`src/rtl/vecseq_pkg.sv`:
```
package vecseq_pkg;

  typedef enum logic [1:0] {
    EV_NONE = 2'd0,
    EV_RST  = 2'd1,
    EV_NMI  = 2'd2,
    EV_IRQ  = 2'd3
  } ev_kind_t;

  typedef enum logic [2:0] {
    ST_IDLE = 3'd0,
    ST_C1   = 3'd1,
    ST_C2   = 3'd2,
    ST_C3   = 3'd3,
    ST_C4   = 3'd4,
    ST_C5   = 3'd5,
    ST_C6   = 3'd6,
    ST_C7   = 3'd7
  } step_t;

  // low three address bits of each vector pair's first byte, top of memory
  function automatic logic [2:0] vec_low(ev_kind_t k);
    case (k)
      EV_NMI:  return 3'b010;
      EV_RST:  return 3'b100;
      default: return 3'b110;
    endcase
  endfunction

endpackage

```
`src/rtl/vs_evt_arb.sv`:
```
module vs_evt_arb
  import vecseq_pkg::*;
(
  input  logic     clk,
  input  logic     res_n,
  input  logic     nmi_n,
  input  logic     irq_n,
  input  logic     i_flag,
  input  logic     instr_done,
  input  logic     idle,
  input  logic     clr_nmi,
  output logic     start,
  output ev_kind_t start_kind
);

  logic nmi_q;
  logic nmi_pend;
  logic rst_pend;
  logic nmi_edge;
  logic irq_req;

  assign nmi_edge = nmi_q & ~nmi_n;
  assign irq_req  = ~irq_n & ~i_flag;

  always_ff @(posedge clk) begin
    if (!res_n) begin
      nmi_q    <= nmi_n;
      nmi_pend <= 1'b0;
      rst_pend <= 1'b1;
    end else begin
      nmi_q <= nmi_n;
      if (nmi_edge)
        nmi_pend <= 1'b1;
      else if (clr_nmi)
        nmi_pend <= 1'b0;
      if (start && start_kind == EV_RST)
        rst_pend <= 1'b0;
    end
  end

  // fixed priority: reset, then non-maskable, then maskable
  always_comb begin
    start_kind = EV_NONE;
    if (rst_pend)
      start_kind = EV_RST;
    else if (instr_done && nmi_pend)
      start_kind = EV_NMI;
    else if (instr_done && irq_req)
      start_kind = EV_IRQ;
  end

  assign start = idle && (start_kind != EV_NONE);


  nmi_latch_edge_chk: assert property (@(posedge clk) disable iff (!res_n)
    $rose(nmi_pend) |-> (!$past(nmi_n) && $past(nmi_n, 2)));


  nmi_clear_chk: assert property (@(posedge clk) disable iff (!res_n)
    $fell(nmi_pend) |-> $past(clr_nmi));

endmodule

```
`src/rtl/vs_step_fsm.sv`:
```
module vs_step_fsm
  import vecseq_pkg::*;
(
  input  logic     clk,
  input  logic     res_n,
  input  logic     start,
  input  ev_kind_t start_kind,
  output step_t    step,
  output ev_kind_t kind,
  output logic     idle
);

  always_ff @(posedge clk) begin
    if (!res_n) begin
      step <= ST_IDLE;
      kind <= EV_NONE;
    end else if (step == ST_IDLE) begin
      if (start) begin
        step <= ST_C1;
        kind <= start_kind;
      end
    end else if (step == ST_C7) begin
      step <= ST_IDLE;
    end else begin
      step <= step_t'(step + 3'd1);
    end
  end

  assign idle = (step == ST_IDLE);


  seq_begins_on_start_chk: assert property (@(posedge clk) disable iff (!res_n)
    (step == ST_C1) |-> $past(start));

endmodule

```
`src/rtl/vs_bus_mux.sv`:
```
module vs_bus_mux
  import vecseq_pkg::*;
#(
  parameter int              DW       = 8,
  parameter int              AW       = 2 * DW,
  parameter logic [DW-1:0]   STK_PAGE = DW'(1)
) (
  input  logic          clk,
  input  logic          res_n,
  input  logic          start,
  input  step_t         step,
  input  ev_kind_t      kind,
  input  logic [AW-1:0] ret_pc,
  input  logic [DW-1:0] status,
  input  logic [DW-1:0] sp,
  input  logic [DW-1:0] mem_rdata,
  output logic [AW-1:0] mem_addr,
  output logic [DW-1:0] mem_wdata,
  output logic          mem_we,
  output logic          mem_re,
  output logic          pc_load,
  output logic [AW-1:0] pc_new,
  output logic          sp_load,
  output logic [DW-1:0] sp_new,
  output logic          i_set
);

  logic [AW-1:0] pc_s;
  logic [DW-1:0] st_s;
  logic [DW-1:0] sp_s;
  logic [DW-1:0] lo_q;
  logic [AW-1:0] vec_addr;
  logic          pushes;

  assign vec_addr = {{(AW-3){1'b1}}, vec_low(kind)};
  assign pushes   = (kind != EV_RST);

  always_ff @(posedge clk) begin
    if (!res_n) begin
      pc_s <= '0;
      st_s <= '0;
      sp_s <= '0;
      lo_q <= '0;
    end else begin
      if (start) begin
        pc_s <= ret_pc;
        st_s <= status;
        sp_s <= sp;
      end
      if (step == ST_C6)
        lo_q <= mem_rdata;
    end
  end

  always_comb begin
    mem_addr  = '0;
    mem_wdata = '0;
    mem_we    = 1'b0;
    mem_re    = 1'b0;
    pc_load   = 1'b0;
    pc_new    = '0;
    sp_load   = 1'b0;
    sp_new    = sp_s - DW'(3);
    i_set     = 1'b0;
    case (step)
      ST_C3: if (pushes) begin
        mem_we    = 1'b1;
        mem_addr  = {STK_PAGE, sp_s};
        mem_wdata = pc_s[AW-1:DW];
      end
      ST_C4: if (pushes) begin
        mem_we    = 1'b1;
        mem_addr  = {STK_PAGE, sp_s - DW'(1)};
        mem_wdata = pc_s[DW-1:0];
      end
      ST_C5: if (pushes) begin
        mem_we    = 1'b1;
        mem_addr  = {STK_PAGE, sp_s - DW'(2)};
        mem_wdata = st_s;
      end
      ST_C6: begin
        mem_re   = 1'b1;
        mem_addr = vec_addr;
      end
      ST_C7: begin
        mem_re   = 1'b1;
        mem_addr = vec_addr | AW'(1);
        pc_load  = 1'b1;
        pc_new   = {mem_rdata, lo_q};
        sp_load  = pushes;
        i_set    = 1'b1;
      end
      default: ;
    endcase
  end


  bus_exclusive_chk: assert property (@(posedge clk) disable iff (!res_n)
    !(mem_we && mem_re));


  write_page_chk: assert property (@(posedge clk) disable iff (!res_n)
    mem_we |-> (mem_addr[AW-1:DW] == STK_PAGE));


  reset_no_write_chk: assert property (@(posedge clk) disable iff (!res_n)
    (kind == EV_RST) |-> (!mem_we && !sp_load));


  push_snapshot_chk: assert property (@(posedge clk) disable iff (!res_n)
    (step == ST_C3 && mem_we) |-> (mem_wdata == $past(ret_pc[AW-1:DW], 3)));

endmodule

```
`src/rtl/vec_entry_seq.sv`:
```
module vec_entry_seq
  import vecseq_pkg::*;
#(
  parameter int            DW       = 8,
  parameter logic [DW-1:0] STK_PAGE = DW'(1)
) (
  input  logic            clk,
  input  logic            res_n,
  input  logic            nmi_n,
  input  logic            irq_n,
  input  logic            instr_done,
  input  logic            i_flag,
  input  logic [2*DW-1:0] ret_pc,
  input  logic [DW-1:0]   status,
  input  logic [DW-1:0]   sp,
  input  logic [DW-1:0]   mem_rdata,
  output logic [2*DW-1:0] mem_addr,
  output logic [DW-1:0]   mem_wdata,
  output logic            mem_we,
  output logic            mem_re,
  output logic            busy,
  output logic            pc_load,
  output logic [2*DW-1:0] pc_new,
  output logic            sp_load,
  output logic [DW-1:0]   sp_new,
  output logic            i_set
);

  localparam int AW = 2 * DW;

  logic     start;
  ev_kind_t start_kind;
  step_t    step;
  ev_kind_t kind;
  logic     idle;
  logic     clr_nmi;

  assign clr_nmi = (step == ST_C6) && (kind == EV_NMI);
  assign busy    = ~idle;

  vs_evt_arb u_arb (
    .clk        (clk),
    .res_n      (res_n),
    .nmi_n      (nmi_n),
    .irq_n      (irq_n),
    .i_flag     (i_flag),
    .instr_done (instr_done),
    .idle       (idle),
    .clr_nmi    (clr_nmi),
    .start      (start),
    .start_kind (start_kind)
  );

  vs_step_fsm u_fsm (
    .clk        (clk),
    .res_n      (res_n),
    .start      (start),
    .start_kind (start_kind),
    .step       (step),
    .kind       (kind),
    .idle       (idle)
  );

  vs_bus_mux #(.DW(DW), .AW(AW), .STK_PAGE(STK_PAGE)) u_bus (
    .clk       (clk),
    .res_n     (res_n),
    .start     (start),
    .step      (step),
    .kind      (kind),
    .ret_pc    (ret_pc),
    .status    (status),
    .sp        (sp),
    .mem_rdata (mem_rdata),
    .mem_addr  (mem_addr),
    .mem_wdata (mem_wdata),
    .mem_we    (mem_we),
    .mem_re    (mem_re),
    .pc_load   (pc_load),
    .pc_new    (pc_new),
    .sp_load   (sp_load),
    .sp_new    (sp_new),
    .i_set     (i_set)
  );


  service_at_boundary_chk: assert property (@(posedge clk) disable iff (!res_n)
    ($rose(busy) && kind != EV_RST) |-> $past(instr_done));


  irq_gated_chk: assert property (@(posedge clk) disable iff (!res_n)
    ($rose(busy) && kind == EV_IRQ) |-> (!$past(irq_n) && !$past(i_flag)));


  seven_cycle_chk: assert property (@(posedge clk) disable iff (!res_n)
    pc_load |-> ($past(busy, 6) && !$past(busy, 7)));


  iset_single_chk: assert property (@(posedge clk) disable iff (!res_n)
    i_set |=> !i_set);

endmodule

```
`config.mk`:
```
export PLATFORM = sky130hd
export DESIGN_NAME = vec_entry_seq
export DESIGN_NICKNAME = d
export VERILOG_FILES = /design/src/rtl/vecseq_pkg.sv /design/src/rtl/vs_evt_arb.sv /design/src/rtl/vs_step_fsm.sv /design/src/rtl/vs_bus_mux.sv /design/src/rtl/vec_entry_seq.sv
export SDC_FILE = /design/constraint.sdc
export NUM_CORES = 1
export LEC_CHECK = 0
export ABC_AREA = 1
export CAP_MARGIN = 15
export CORE_MARGIN = 4
export CORE_UTILIZATION = 50
export CTS_BUF_LIST = sky130_fd_sc_hd__clkbuf_8
export CTS_CLUSTER_DIAMETER = 120
export DETAILED_ROUTE_END_ITERATION = 8
export MAX_ROUTING_LAYER = met4
export PLACE_DENSITY = 0.89
export SLEW_MARGIN = 20
export SYNTH_ARGS = -nofsm -noshare
export SYNTH_HDL_FRONTEND = slang
export SYNTH_SLANG_ARGS = --single-unit
```
`constraint.sdc`:
```
create_clock -name clk -period 2.9 [get_ports clk]
set_input_delay 0.58 -clock clk [delete_from_list [all_inputs] [get_ports clk]]
set_output_delay 0.58 -clock clk [all_outputs]
set_load 0.01 [all_outputs]
```
==> results of run 1 <==
-- routing by layer --
layer  GRT usage (%)  vias up  share of wire [%]
li1                -     1458                  -
met1            23.9     1302                 41
met2            39.4       69                 52
met3            3.57       16                4.3
met4            7.58        0                2.4
met5               -        -                  0
-- final timing paths --
check	startpoint	endpoint	slack, ps	depth (start not counted)
max reg2reg	u_fsm.step[1]	u_bus.st_s[1]	1410	8
min reg2reg	u_arb.nmi_q	u_arb.nmi_pend	450	2
min	u_arb.nmi_q	u_arb.nmi_pend	450	2
max	u_fsm.step[1]	mem_addr[5]	120	11
-- where the power goes --
group	leakage, uW	switching (uW)	total (uW)	internal (uW)
clock	0.0000501	214	461	248
sequential	0.000397	75.0	830	755
combinational	0.00136	382	696	314
total	0.00181	671	1990	1320
-- final cells by class --
cell class,count,area (um2)
Fill cell,458,1610
Multi-Input combinational cell,297,1530
Timing Repair Buffer,104,1030
Sequential cell,48,963
Inverter,44,186
Tap cell,72,90.1
Clock buffer,5,68.8
Clock inverter,1,30.0
-- cells in the mapped netlist --
| cell type | count |
|---|---|
| o21bai_1 | 32 |
| buf_12 | 1 |
| clkbuf_2 | 1 |
| clkinv_1 | 1 |
| clkbuf_1 | 4 |
| buf_4 | 9 |
| dfxtp_1 | 48 |
| buf_1 | 1 |
| ha_1 | 11 |
| inv_2 | 6 |
| nand3b_1 | 1 |
| buf_6 | 4 |
| buf_2 | 1 |
| inv_6 | 1 |
| inv_8 | 1 |
| nand3_1 | 19 |
| nor3_1 | 1 |
| nand2_1 | 85 |
| nand2_4 | 2 |
| nand3_2 | 1 |
| nand2_2 | 3 |
| xor2_1 | 5 |
| o211ai_1 | 3 |
| inv_1 | 35 |
| o21ai_0 | 19 |
| a21oi_1 | 6 |
| clkbuf_8 | 1 |
| nand4_1 | 5 |
| nor2_2 | 12 |
| nor2_1 | 88 |
| or2_2 | 2 |
| xnor2_1 | 1 |
| nand2_8 | 1 |
-- worst reg2reg max path: cells and delay by family, from the launching register on --
family / cells / cell delay, ps
buffers and inverters: 3 / 430
AND/OR/NAND/NOR: 4 / 430
flip-flops: 1 / 350
adder cells (fa/ha/maj): 1 / 210
-- state kept, by name, summed over array words and instances (netlist names) --
| signal | count |
|---|---|
| u_bus.st_s | 8 |
| u_fsm.step | 3 |
| u_arb.nmi_q | 1 |
| u_arb.nmi_pend | 1 |
| u_fsm.kind | 2 |
| u_bus.sp_s | 8 |
| u_bus.pc_s | 16 |
| u_arb.rst_pend | 1 |
| u_bus.lo_q | 8 |
-- metrics by stage --
stage	setup slack [ps]	cell area [um2]	instances	power, uW
4_1_cts	7.51	3880	571	1990
5_1_grt	5.63	3900	571	2110
6_report	122	3900	571	1990
3_5_place_dp	350	3780	565	1530
2_1_floorplan	763	2840	411	1310
3_3_place_gp	424	3780	565	1510
-- cell families (layout without fill, tap and decap cells) --
family,count (synthesis),in the layout
adders and majority gates,11,11
xor gates and xnor gates,6,6
AOI/OAI and AO/OA,60,60
and+or+nand+nor,220,220
buffers and inverters,66,154
DFF,48,48
==> results.tsv, run 1 <==
stage	metric	value	unit
synthesis	Yosys cell types	33	
sta	max_slew headroom	73.7	%
critical_path	CP Cell Sequence	inv_1 -> ha_2 -> nand2_1 -> inv_2 -> nand2_2 -> clkinv_4 -> nand2_1 -> nand3_1 -> o21ai_0 -> nand2_1 -> clkdlybuf4s50_1	
synthesis	largest family of logic cells by synthesized area	simple AND/OR/NAND/NOR gates	
synthesis	Synth top area share	33.8	%
critical_path	Worst Path Arrival	2200	ps
pwr	PwrDens	510	nW/um2
sta	count of final setup violators	0	
cts	Resized cells post-CTS	0	
outcome	status	complete, no violations	
flow_run	max-cap violations	0	
die	I/O pin cnt	100	
detailed_routing	Avg WL per Cell	13.0	um
synthesis	post-synthesis simple-gate area fraction	33.4	%
synthesis	Synth Area in Compound Gates	13.7	%
cts	Clock Path Buffers	2	
synthesis	mux cell area share after synthesis	0	%
synthesis	Seq cells post-synth	48	
synthesis	number of synthesis warnings	0	
critical_path	CP Launch Type	flip-flop	
cts	clock tree from TritonCTS	yes	
critical_path	Crit. End Element	output pin	
critical_path	Bufs and invs on worst path	4	
die	total die area	6950	um2
cts	clk sink count	48	
detailed_routing	drt total wl	7400	um
cts	number of hold buffers added after cts	0	
pwr	maximum vdd ir drop	0.333	mV
critical_path	Worst Path Required	2320	ps
critical_path	critical path's largest stage delay	530	ps
sta	RSZ-0062 raised after global routing	no	
final_layout	commonest non-fill, non-tap cell in the layout	clkdlybuf4s50_1	
cts	Clock transition at path regs	80	ps
final_layout	post-layout util	70.8	%
synthesis	net count after synthesis	468	
place	Detailed Place HPWL	5610	um
die	die height	83.4	um
global_route	first-pass GRT wire length	12300	um
cts	CTS H-tree depth	2	
sta	final period utilization	95.8	%
pwr	Leak	0.00181	uW
place	IO buf count	99	
critical_path	Setup CP Type	reg -> out	
global_route	vias in the first global route	2765	
final_layout	ANT cells	0	
sta	Period minus WS final	2780	ps
critical_path	worst-path fanout max	12	
synthesis	post-synth top area cell	dfxtp_1	
global_route	GRT Total Usage	21.7	%
final_layout	commonest cells after routing, fill and taps aside	99 x clkdlybuf4s50_1, 88 x nor2_1, 84 x nand2_1	
final_layout	area grow syn2layout	37.3	%
synthesis	Adder-Cell Fraction of Synth Area	4.85	%
die	CORE AREA	5510	um2
synthesis	Synth area leaders	dfxtp_1 34%, nor2_1 12%, nand2_1 11%	
sta	Worst-Margin Slew	393	ps
hold_path	HP Class	reg -> reg	
sta	final hold slack	454	ps
detailed_routing	DR vias/cell	4.98	
cts	Post-CTS Repair Setup Buffers	0	
cts	clk root buf	clkbuf_8	
place	final RePlAce weighted congestion	0.926	
detailed_routing	DRT Pass-1 Iters	4	
global_route	largest net degree at the start of global routing	35	
cts	Worst-Skew Late Latency	310	ps
die	die width	83.4	um
sta	Pins Over Slew Limit	0	
detailed_routing	Initial DRC Count	125	
sta	skew final	5.00	ps
synthesis	post-synthesis xor/xnor area fraction	1.85	%
global_route	initial antenna violation count	0	
final_layout	NumNets Final	557	
critical_path	CP dominant cell by count	nand2_1	
detailed_routing	Vias	2845	
synthesis	Syn Area/Cell	6.91	um2
sta	total negative setup slack	0	ps
global_route	global route total overflow	0	
detailed_routing	post-route ant nets	0	
synthesis	sequential share of the synthesized area	33.8	%
sta	final hold viol count	0	
critical_path	Top delay family on crit path	buffers and inverters	
synthesis	Synth Instances	411	
final_layout	layout cells sized above 1	9.42	%
die	Initial Utilization	51.6	%
detailed_routing	drt drc	0	
die	Cell Rows	27	
cts	CTS buffer count	5	
critical_path	CP max-delay cell	clkdlybuf4s50_1	
sta	fmax	360	MHz
synthesis	synthesized cell area	2840	um2
No activity file was read; power rests on OpenSTA's default activity.
==> run 2: changes to the inputs <==
--- a/config.mk
+++ b/config.mk
@@ -18,3 +18,4 @@
 export SYNTH_ARGS = -nofsm -noshare
 export SYNTH_HDL_FRONTEND = slang
 export SYNTH_SLANG_ARGS = --single-unit
+export TNS_END_PERCENT = 30
==> results of run 2 <==
Same layout as run 1: the final DEF is identical, and so are final timing and power.
==> run 3: changes to the inputs <==
--- a/config.mk
+++ b/config.mk
@@ -8,12 +8,12 @@
 export ABC_AREA = 1
 export CAP_MARGIN = 15
 export CORE_MARGIN = 4
-export CORE_UTILIZATION = 50
-export CTS_BUF_LIST = sky130_fd_sc_hd__clkbuf_8
+export CORE_UTILIZATION = 49
+export CTS_BUF_LIST = sky130_fd_sc_hd__clkbuf_16
 export CTS_CLUSTER_DIAMETER = 120
 export DETAILED_ROUTE_END_ITERATION = 8
 export MAX_ROUTING_LAYER = met4
-export PLACE_DENSITY = 0.89
+export PLACE_DENSITY = 0.87
 export SLEW_MARGIN = 20
 export SYNTH_ARGS = -nofsm -noshare
 export SYNTH_HDL_FRONTEND = slang
==> results.tsv, run 3 (synthesis gave the netlist of run 1 again) <==
stage	metric	value	unit	change
detailed_routing	DRT Pass-1 Iters	5		+1
pwr	PwrDens	566	nW/um2	+11%
global_route	largest net degree at the start of global routing	35		unchanged
cts	clock tree from TritonCTS	yes		
detailed_routing	Avg WL per Cell	13.4	um	+3.3%
critical_path	CP max-delay cell	clkdlybuf4s50_1		
die	I/O pin cnt	100		unchanged
cts	Post-CTS Repair Setup Buffers	0		unchanged
sta	Worst-Margin Slew	325	ps	-67.7 ps
global_route	GRT met2 Usage	38.5	%	-0.84 points
final_layout	NumNets Final	557		unchanged
final_layout	largest reg by FF count	u_bus.pc_s		
global_route	vias in the first global route	2685		-2.9%
final_layout	commonest cells after routing, fill and taps aside	99 x clkdlybuf4s50_1, 87 x nor2_1, 84 x nand2_1		
sta	final period utilization	96.6	%	+0.80 points
place	Detailed Place HPWL	5540	um	-1.3%
cts	Worst-Skew Late Latency	290	ps	-20 ps
global_route	met3 Resource Use GR	2.67	%	-0.91 points
sta	Pins Over Slew Limit	0		unchanged
global_route	GRT Total Usage	21.8	%	+0.077 points
sta	max_slew headroom	78.3	%	+4.6 points
sta	count of final setup violators	0		unchanged
hold_path	HP Class	reg -> reg		
sta	fmax	357	MHz	-0.83%
critical_path	CP dominant cell by count	nand2_1		
place	final RePlAce weighted congestion	0.970		+4.8%
cts	CTS buffer count	5		unchanged
place	Post-Place Cell Area	3780	um2	unchanged
sta	skew final	3.80	ps	-1.20 ps
critical_path	critical path's largest stage delay	530	ps	about the same
cts	Clock transition at path regs	60	ps	-20 ps
global_route	gr busiest metal	met2		
critical_path	Setup CP Type	reg -> out		
place	IO buf count	99		unchanged
die	die width	84.1	um	+0.92%
final_layout	area grow syn2layout	40.4	%	
critical_path	Worst Path Required	2320	ps	about the same
critical_path	Register-to-Register Path Depth	8		unchanged
final_layout	layout cells sized above 1	9.40	%	-0.019 points
detailed_routing	Initial DRC Count	191		+53%
die	CORE AREA	5570	um2	+1.2%
cts	number of hold buffers added after cts	0		unchanged
final_layout	post-layout util	71.5	%	+0.74 points
final_layout	commonest non-fill, non-tap cell in the layout	clkdlybuf4s50_1		
critical_path	worst-path fanout max	12		unchanged
cts	CTS H-tree depth	2		unchanged
die	total die area	7080	um2	+1.8%
die	die height	84.1	um	+0.92%
outcome	status	complete, no violations		
critical_path	Worst Path Arrival	2220	ps	+20 ps
pwr	Leak	0.00185	uW	+2.2%
detailed_routing	drt total wl	7660	um	+3.5%
cts	clk root buf	clkbuf_16		
final_layout	max FFs per register	16		unchanged
cts	Resized cells post-CTS	0		unchanged
critical_path	Crit. End Element	output pin		
detailed_routing	drt drc	0		unchanged
sta	Period minus WS final	2800	ps	+23.2 ps
critical_path	CP Launch Type	flip-flop		
critical_path	CP Cell Sequence	inv_1 -> ha_2 -> nand2_1 -> inv_2 -> nand2_2 -> inv_6 -> nand2_1 -> nand3_1 -> o21ai_0 -> nand2_1 -> clkdlybuf4s50_1		
cts	Clock Path Buffers	2		unchanged
final_layout	ANT cells	0		unchanged
global_route	first-pass GRT wire length	12400	um	+0.67%
global_route	initial antenna violation count	0		unchanged
detailed_routing	DR vias/cell	5.02		+0.77%
detailed_routing	Vias	2872		+0.95%
global_route	met1 Usage GRT	25.6	%	+1.7 points
pwr	maximum vdd ir drop	0.447	mV	+34%
hold_path	hold path depth	2		unchanged
flow_run	max-cap violations	0		unchanged
sta	final hold viol count	0		unchanged
die	Cell Rows	27		unchanged
die	Initial Utilization	50.9	%	-0.62 points
final_layout	final instance area	3990	um2	+2.3%
detailed_routing	post-route ant nets	0		unchanged
global_route	global route total overflow	0		unchanged
cts	clk sink count	48		unchanged
run 3: layer usage:
layer | wire length [um] | part of all wire [%]
met1 | 3060 | 40
met2 | 4080 | 53
met3 | 403 | 5.3
met4 | 112 | 1.5
met5 | 0 | 0
run 3: power breakdown:
group / switching (uW) / internal, uW
registers: 81.4 / 756
logic: 384 / 313
clock network: 235 / 489
total: 700 / 1560
run 3: layout make-up:
class,instances,area [um2]
Fill cell,443,1590
Multi-Input combinational cell,297,1530
Timing Repair Buffer,104,1030
Sequential cell,48,963
Inverter,44,186
Clock buffer,5,125
Tap cell,72,90.1
Clock inverter,2,60.1
run 3: per-stage QoR:
step	hold slack, ps	total power, uW	setup slack [ps]	TNS, ps	instances
global placement	435	1500	442	0	565
detailed placement	446	1530	360	0	565
floorplan	429	1310	763	0	411
CTS	458	2260	42.3	0	572
finish	456	2260	98.5	0	572
global route	467	2380	-11.1	-11.1	572
run 3: worst paths after layout:
check,to,start,slack (ps)
setup / recovery,mem_addr[5],u_fsm.step[0],100
hold / removal,u_arb.nmi_pend,u_arb.nmi_q,460
setup reg to reg,u_bus.pc_s[10],u_fsm.step[0],1350
hold reg to reg,u_arb.nmi_pend,u_arb.nmi_q,460
run 3: worst max-delay path: cells and delay by family, from the launching register on:
kind | cells | cell delay [ps]
flops | 1 | 350
fa+ha+maj | 1 | 210
compound gates | 1 | 90
buf+inv | 4 | 880
simple gates | 5 | 410
